$ cat src/rtl/gpio_pkg.sv
package gpio_pkg;
  localparam int ADDR_W = 5;
  localparam int NREGS  = 4;
  typedef enum int {K_OUT = 0, K_DIR = 1, K_PU = 2, K_PD = 3} cfg_kind_e;

  localparam logic [ADDR_W-1:0] A_OUT_L = 5'd0;
  localparam logic [ADDR_W-1:0] A_SET_L = 5'd2;
  localparam logic [ADDR_W-1:0] A_CLR_L = 5'd4;
  localparam logic [ADDR_W-1:0] A_IN_L  = 5'd16;
  localparam logic [ADDR_W-1:0] A_IN_H  = 5'd17;

  // data word of register k; OUT and DIR carry set/clear aliases at +2..+5
  function automatic int reg_base(int k);
    return (k < 2) ? 6 * k : 12 + 2 * (k - 2);
  endfunction

  function automatic bit has_alias(int k);
    return k < 2;
  endfunction
endpackage

$ cat src/rtl/gpio_wreg.sv
module gpio_wreg #(
  parameter int W     = 17,
  parameter int LOW_W = 16
) (
  input  logic             clk_i,
  input  logic             rst_ni,
  input  logic             wr_lo_i,
  input  logic             wr_hi_i,
  input  logic             set_lo_i,
  input  logic             set_hi_i,
  input  logic             clr_lo_i,
  input  logic             clr_hi_i,
  input  logic [LOW_W-1:0] wdata_i,
  output logic [W-1:0]     q_o
);
  localparam int HI_W = W - LOW_W;

  logic [W-1:0] lo_mask, hi_mask, val_lo, val_hi;
  logic [W-1:0] wr_mask, wr_val, set_v, clr_v, d;

  assign lo_mask = {{HI_W{1'b0}}, {LOW_W{1'b1}}};
  assign hi_mask = {{HI_W{1'b1}}, {LOW_W{1'b0}}};
  assign val_lo  = {{HI_W{1'b0}}, wdata_i};
  assign val_hi  = {wdata_i[HI_W-1:0], {LOW_W{1'b0}}};

  always_comb begin
    wr_mask = (wr_lo_i ? lo_mask : '0) | (wr_hi_i ? hi_mask : '0);
    wr_val  = wr_lo_i ? val_lo : val_hi;
    set_v   = (set_lo_i ? val_lo : '0) | (set_hi_i ? val_hi : '0);
    clr_v   = (clr_lo_i ? val_lo : '0) | (clr_hi_i ? val_hi : '0);
    // clear has priority over set
    d = ((q_o & ~wr_mask) | (wr_val & wr_mask) | set_v) & ~clr_v;
  end

  always_ff @(posedge clk_i or negedge rst_ni) begin
    if (!rst_ni) q_o <= '0;
    else         q_o <= d;
  end

  p_hold_r2: assert property (@(posedge clk_i) disable iff (!rst_ni)
    !(wr_lo_i || wr_hi_i || set_lo_i || set_hi_i || clr_lo_i || clr_hi_i)
      |=> $stable(q_o));
endmodule

$ cat src/rtl/gpio_in_sync.sv
module gpio_in_sync #(
  parameter int W = 17
) (
  input  logic         clk_i,
  input  logic         rst_ni,
  input  logic [W-1:0] d_i,
  output logic [W-1:0] q_o
);
  logic [W-1:0] s1_q, s2_q;

  always_ff @(posedge clk_i or negedge rst_ni) begin
    if (!rst_ni) begin
      s1_q <= '0;
      s2_q <= '0;
      q_o  <= '0;
    end else begin
      s1_q <= d_i;
      s2_q <= s1_q;
      q_o  <= s2_q;
    end
  end
endmodule

$ cat src/rtl/gpio_pull_gate.sv
module gpio_pull_gate #(
  parameter int W = 17
) (
  input  logic [W-1:0] pu_i,
  input  logic [W-1:0] pd_i,
  input  logic [W-1:0] alt_adc_i,
  input  logic [W-1:0] alt_rt_i,
  output logic [W-1:0] pu_o,
  output logic [W-1:0] pd_o
);
  assign pu_o = pu_i & ~(alt_adc_i | alt_rt_i);
  assign pd_o = pd_i & ~alt_rt_i;
endmodule

$ cat src/rtl/gpio_ctrl.sv
module gpio_ctrl
  import gpio_pkg::*;
#(
  parameter int NPINS = 17,
  parameter int LOW_W = 16
) (
  input  logic              clk_i,
  input  logic              rst_ni,
  input  logic              ret_rst_ni,
  input  logic [ADDR_W-1:0] addr_i,
  input  logic [LOW_W-1:0]  wdata_i,
  input  logic              we_i,
  output logic [LOW_W-1:0]  rdata_o,
  input  logic [NPINS-1:0]  pad_in_i,
  input  logic [NPINS-1:0]  alt_adc_i,
  input  logic [NPINS-1:0]  alt_rt_i,
  output logic [NPINS-1:0]  pad_out_o,
  output logic [NPINS-1:0]  pad_oe_o,
  output logic [NPINS-1:0]  pad_pu_o,
  output logic [NPINS-1:0]  pad_pd_o
);
  localparam int HI_W = NPINS - LOW_W;

  logic [NPINS-1:0] cfg_q [NREGS];
  logic [NPINS-1:0] in_q;

  for (genvar k = 0; k < NREGS; k++) begin : g_cfg
    localparam int BASE = reg_base(k);
    logic wr_lo, wr_hi, set_lo, set_hi, clr_lo, clr_hi;
    assign wr_lo = we_i && (addr_i == ADDR_W'(BASE));
    assign wr_hi = we_i && (addr_i == ADDR_W'(BASE + 1));
    if (has_alias(k)) begin : g_alias
      assign set_lo = we_i && (addr_i == ADDR_W'(BASE + 2));
      assign set_hi = we_i && (addr_i == ADDR_W'(BASE + 3));
      assign clr_lo = we_i && (addr_i == ADDR_W'(BASE + 4));
      assign clr_hi = we_i && (addr_i == ADDR_W'(BASE + 5));
    end else begin : g_plain
      assign set_lo = 1'b0;
      assign set_hi = 1'b0;
      assign clr_lo = 1'b0;
      assign clr_hi = 1'b0;
    end
    gpio_wreg #(.W(NPINS), .LOW_W(LOW_W)) u_reg (
      .clk_i   (clk_i),
      .rst_ni  (ret_rst_ni),
      .wr_lo_i (wr_lo),
      .wr_hi_i (wr_hi),
      .set_lo_i(set_lo),
      .set_hi_i(set_hi),
      .clr_lo_i(clr_lo),
      .clr_hi_i(clr_hi),
      .wdata_i (wdata_i),
      .q_o     (cfg_q[k])
    );
  end

  gpio_in_sync #(.W(NPINS)) u_sync (
    .clk_i (clk_i),
    .rst_ni(rst_ni),
    .d_i   (pad_in_i),
    .q_o   (in_q)
  );

  gpio_pull_gate #(.W(NPINS)) u_pull (
    .pu_i     (cfg_q[K_PU]),
    .pd_i     (cfg_q[K_PD]),
    .alt_adc_i(alt_adc_i),
    .alt_rt_i (alt_rt_i),
    .pu_o     (pad_pu_o),
    .pd_o     (pad_pd_o)
  );

  assign pad_out_o = cfg_q[K_OUT];
  assign pad_oe_o  = cfg_q[K_DIR];

  always_comb begin
    rdata_o = '0;
    for (int k = 0; k < NREGS; k++) begin
      if (addr_i == ADDR_W'(reg_base(k)))
        rdata_o = cfg_q[k][LOW_W-1:0];
      else if (addr_i == ADDR_W'(reg_base(k) + 1))
        rdata_o[HI_W-1:0] = cfg_q[k][NPINS-1:LOW_W];
    end
    if (addr_i == A_IN_L) rdata_o = in_q[LOW_W-1:0];
    else if (addr_i == A_IN_H) rdata_o[HI_W-1:0] = in_q[NPINS-1:LOW_W];
  end

  p_set_r3: assert property (@(posedge clk_i) disable iff (!ret_rst_ni)
    (we_i && addr_i == A_SET_L)
      |=> ((pad_out_o[LOW_W-1:0] & $past(wdata_i)) == $past(wdata_i)));

  p_clr_r4: assert property (@(posedge clk_i) disable iff (!ret_rst_ni)
    (we_i && addr_i == A_CLR_L)
      |=> ((pad_out_o[LOW_W-1:0] & $past(wdata_i)) == '0));

  p_pu_off_r7: assert property (@(posedge clk_i) disable iff (!ret_rst_ni)
    (pad_pu_o & (alt_adc_i | alt_rt_i)) == '0);

  p_pd_off_r7: assert property (@(posedge clk_i) disable iff (!ret_rst_ni)
    (pad_pd_o & alt_rt_i) == '0);

  p_alias_rd_r9: assert property (@(posedge clk_i) disable iff (!ret_rst_ni)
    (addr_i == A_SET_L || addr_i == A_CLR_L) |-> rdata_o == '0);

  p_rd_old_r11: assert property (@(posedge clk_i) disable iff (!ret_rst_ni)
    (we_i && addr_i == A_OUT_L) |-> rdata_o == pad_out_o[LOW_W-1:0]);
endmodule

$ cat config.mk
export PLATFORM = sky130hd
export DESIGN_NAME = gpio_ctrl
export DESIGN_NICKNAME = d
export VERILOG_FILES = /design/src/rtl/gpio_pkg.sv /design/src/rtl/gpio_wreg.sv /design/src/rtl/gpio_in_sync.sv /design/src/rtl/gpio_pull_gate.sv /design/src/rtl/gpio_ctrl.sv
export SDC_FILE = /design/constraint.sdc
export NUM_CORES = 1
export LEC_CHECK = 0
export ABC_AREA = 1
export CAP_MARGIN = 25
export CORE_UTILIZATION = 40
export CTS_CLUSTER_DIAMETER = 200
export DETAILED_ROUTE_END_ITERATION = 12
export GPL_ROUTABILITY_DRIVEN = 0
export PLACE_DENSITY_LB_ADDON = 0.2
export SLEW_MARGIN = 25
export SYNTH_ARGS = -nofsm -noshare
export SYNTH_HDL_FRONTEND = slang
export SYNTH_SLANG_ARGS = --single-unit
$ cat constraint.sdc
create_clock -name clk_i -period 1.2 [get_ports clk_i]
set_clock_uncertainty 0.15 [all_clocks]
set_input_delay 0.12 -clock clk_i [delete_from_list [all_inputs] [get_ports clk_i]]
set_output_delay 0.12 -clock clk_i [all_outputs]
set_load 0.05 [all_outputs]
==> results.tsv <==
metric	value	unit
status	finished with violations	
failing checks	setup timing	
Cells after Synth	618	
largest net degree at the start of global routing	64	
Critical Path RT	930	ps
Least-Margin Pin Slew	493.8	ps
synth unique cells	23	
Final WS setup	-837.1	ps
clock network power share	0.271	
global-route wire length before repair	35620	um
num ports	160	
Final HPWL DP	11730	um
Hold/Removal Path Class	in -> reg	
# DRC	0	
Tmin final	2037	ps
Relative slew margins	0.6686	
# port buffers	159	
Setup Viol. Count Final	137	
max_cap viols	0	
sw frac	0.3774	
Initial Utilization	0.4164	
internal power	12.33	mW
CTS tree	yes	
maximum vdd drop	0.001147	V
clock root buffer master	clkbuf_16	
Sink Count	119	
RSZ-0062 raised after global routing	true	
Clk Latency, worst-skew pair	410	ps
Die H	117.3	um
initial antenna violation count	0	
All-Layer GR Usage	0.3409	
layout cells sized above 1	0.6064	
r2r setup slk	-280	ps
combinational fraction of design power	0.462	
Horiz. Die Dim	117.3	um
vias	7064	
Max Freq	490.9	MHz
Tcrit/Tclk final	1.698	
Die Footprint	13760	sq um
final net count	1026	
Syn Area/Cell	8.607	sq um
area grow syn2layout	125.9	%
Reg clk slew, reported paths	60	ps
Core Region	12770	sq um
Mapped Area	5319	sq um
Leakage	5.498	nW
CP arrival	1770	ps
Ant. Diodes	0	
Seq/Total Area, Yosys	0.5599	
# rows	41	
deepest clock path buffer count	2	
number of detailed-route iterations in the first pass	6	
Tot Pwr	19.81	mW
kind of critical path	reg -> out	
Routed wire per std cell	28.18	um
Setup crit end kind	primary output	
CTS H-tree depth	4	
synth warn	0	
Reg power frac	0.267	
final hold violations	0	
P_sw	7.477	mW
pwr dens	1649	nW/um^2
Final ANT Viol Nets	0	
initial DRC count	1008	
Worst Path Max Fanout	2	
fin. max-slew vios	0	
Yosys reg bits	119	
syn_nets	694	
number of global-route vias before repair	6556	
Num CTS Buffers	17	
fin util	0.9407	
WL final	31980	um
vias per cell	6.224	
GRT overflow	0	
Critical Path Source Type	flop	
==> cell usage in the layout, fill, tap and decap left out, drive strengths merged <==
cell,netlist,layout
a21oi,2,2
a32oi,1,1
buf,40,267
bufinv,0,3
clkbuf,11,33
clkdlybuf4s50,0,67
clkinv,0,7
clkinvlp,0,3
dfrtp,119,119
dlygate4sd3,0,15
inv,129,130
nand2,85,85
nand3,15,15
nand4,2,2
nor2,62,62
nor3,20,20
nor3b,2,2
o211ai,12,12
o21ai,85,85
o22ai,33,33
==> timing repair <==
item	4_1_cts	5_1_grt
pin swaps	51	67
cloned	7	1
resized for setup	261	291
hold endpoints to repair	131	0
endpoints found under the setup margin	152	146
buffers inserted	62	62
hold buffers	15	0
==> critical path, stage by stage (launching register included) <==
cell and delay [ps]:
dfrtp_1 420, inv_2 90, nand2_1 50, nand3_1 100, nand3_1 100, nor2_1 110
nand3_1 110, nand2_1 120, nand3_2 100, buf_12 160
==> cells in the mapped netlist (all sizes together) <==
master / instances / share of area
a21oi: 2 / 0.0019
nor3b: 2 / 0.0028
nand2: 85 / 0.060
o22ai: 33 / 0.039
a32oi: 1 / 0.0016
dfrtp: 119 / 0.56
nor2: 62 / 0.046
clkbuf: 11 / 0.0078
nor3: 20 / 0.022
o211ai: 12 / 0.017
nand3: 15 / 0.014
o21ai: 85 / 0.080
inv: 129 / 0.091
nand4: 2 / 0.0024
buf: 40 / 0.055
==> cells by family after synthesis <==
logic type | after synthesis | share of synthesized area
buffers and inverters | 180 | 0.1536
AOI/OAI and AO/OA | 133 | 0.1393
DFF | 119 | 0.5599
and+or+nand+nor | 186 | 0.1473
==> power groups by stage <==
stage	registers, mW	logic [mW]	clock network, mW
floorplan	4.96	3.19	0
global placement	4.98	6.18	0
detailed placement	5.03	6.31	0
CTS	5.05	7.29	5.21
global route	5.29	9.34	5.54
finish	5.28	9.16	5.37
==> area by class of cell <==
class / instances / area, sq um
clock buffers: 18 / 429.2
repair buffers: 364 / 4853
clock inverters: 14 / 175.2
fillers: 307 / 757.0
inverters: 129 / 550.5
flip-flops and latches: 119 / 2983
well taps: 172 / 215.2
multi-input cells: 319 / 2810
==> through the flow <==
| stage | TNS [ps] | std cells | hold slack [ps] | cell area, sq um | worst slack, ps |
|---|---|---|---|---|---|
| after floorplan | -7763 | 618 | -325.6 | 5679 | -482.4 |
| after global placement | -67050 | 999 | -211.5 | 8872 | -969.7 |
| after detailed placement | -71360 | 999 | -209.2 | 8872 | -978.6 |
| after CTS | -26060 | 1096 | 3.410 | 10860 | -632.3 |
| after global routing | -37690 | 1135 | 7.120 | 12020 | -847.0 |
| final | -35480 | 1135 | 4.325 | 12020 | -837.1 |
==> layer usage <==
| layer | GRT usage | part of all wire | vias up |
|---|---|---|---|
| met5 | 0 | 0 | - |
| met4 | 0.2200 | 0.099 | 0 |
| met3 | 0.07344 | 0.12 | 308 |
| met2 | 0.5962 | 0.45 | 742 |
| met1 | 0.3732 | 0.33 | 3413 |
| li1 | - | - | 2601 |
==> worst paths after layout <==
path | from | end | depth (start not counted)
setup / recovery | g_cfg[0].u_reg.q_o[0]$_DFF_PN0_ | rdata_o[0] | 9
hold / removal | pad_in_i[10] | u_sync.s1_q[10]$_DFF_PN0_ | 1
setup reg to reg | g_cfg[1].u_reg.q_o[4]$_DFF_PN0_ | g_cfg[1].u_reg.q_o[4]$_DFF_PN0_ | 6
hold reg to reg | u_sync.s2_q[10]$_DFF_PN0_ | u_sync.q_o[10]$_DFF_PN0_ | 0
max in group asynchronous | ret_rst_ni | g_cfg[0].u_reg.q_o[3]$_DFF_PN0_ | 3
min in group asynchronous | rst_ni | u_sync.s2_q[13]$_DFF_PN0_ | 3
Power figures use the tool's default switching activity.
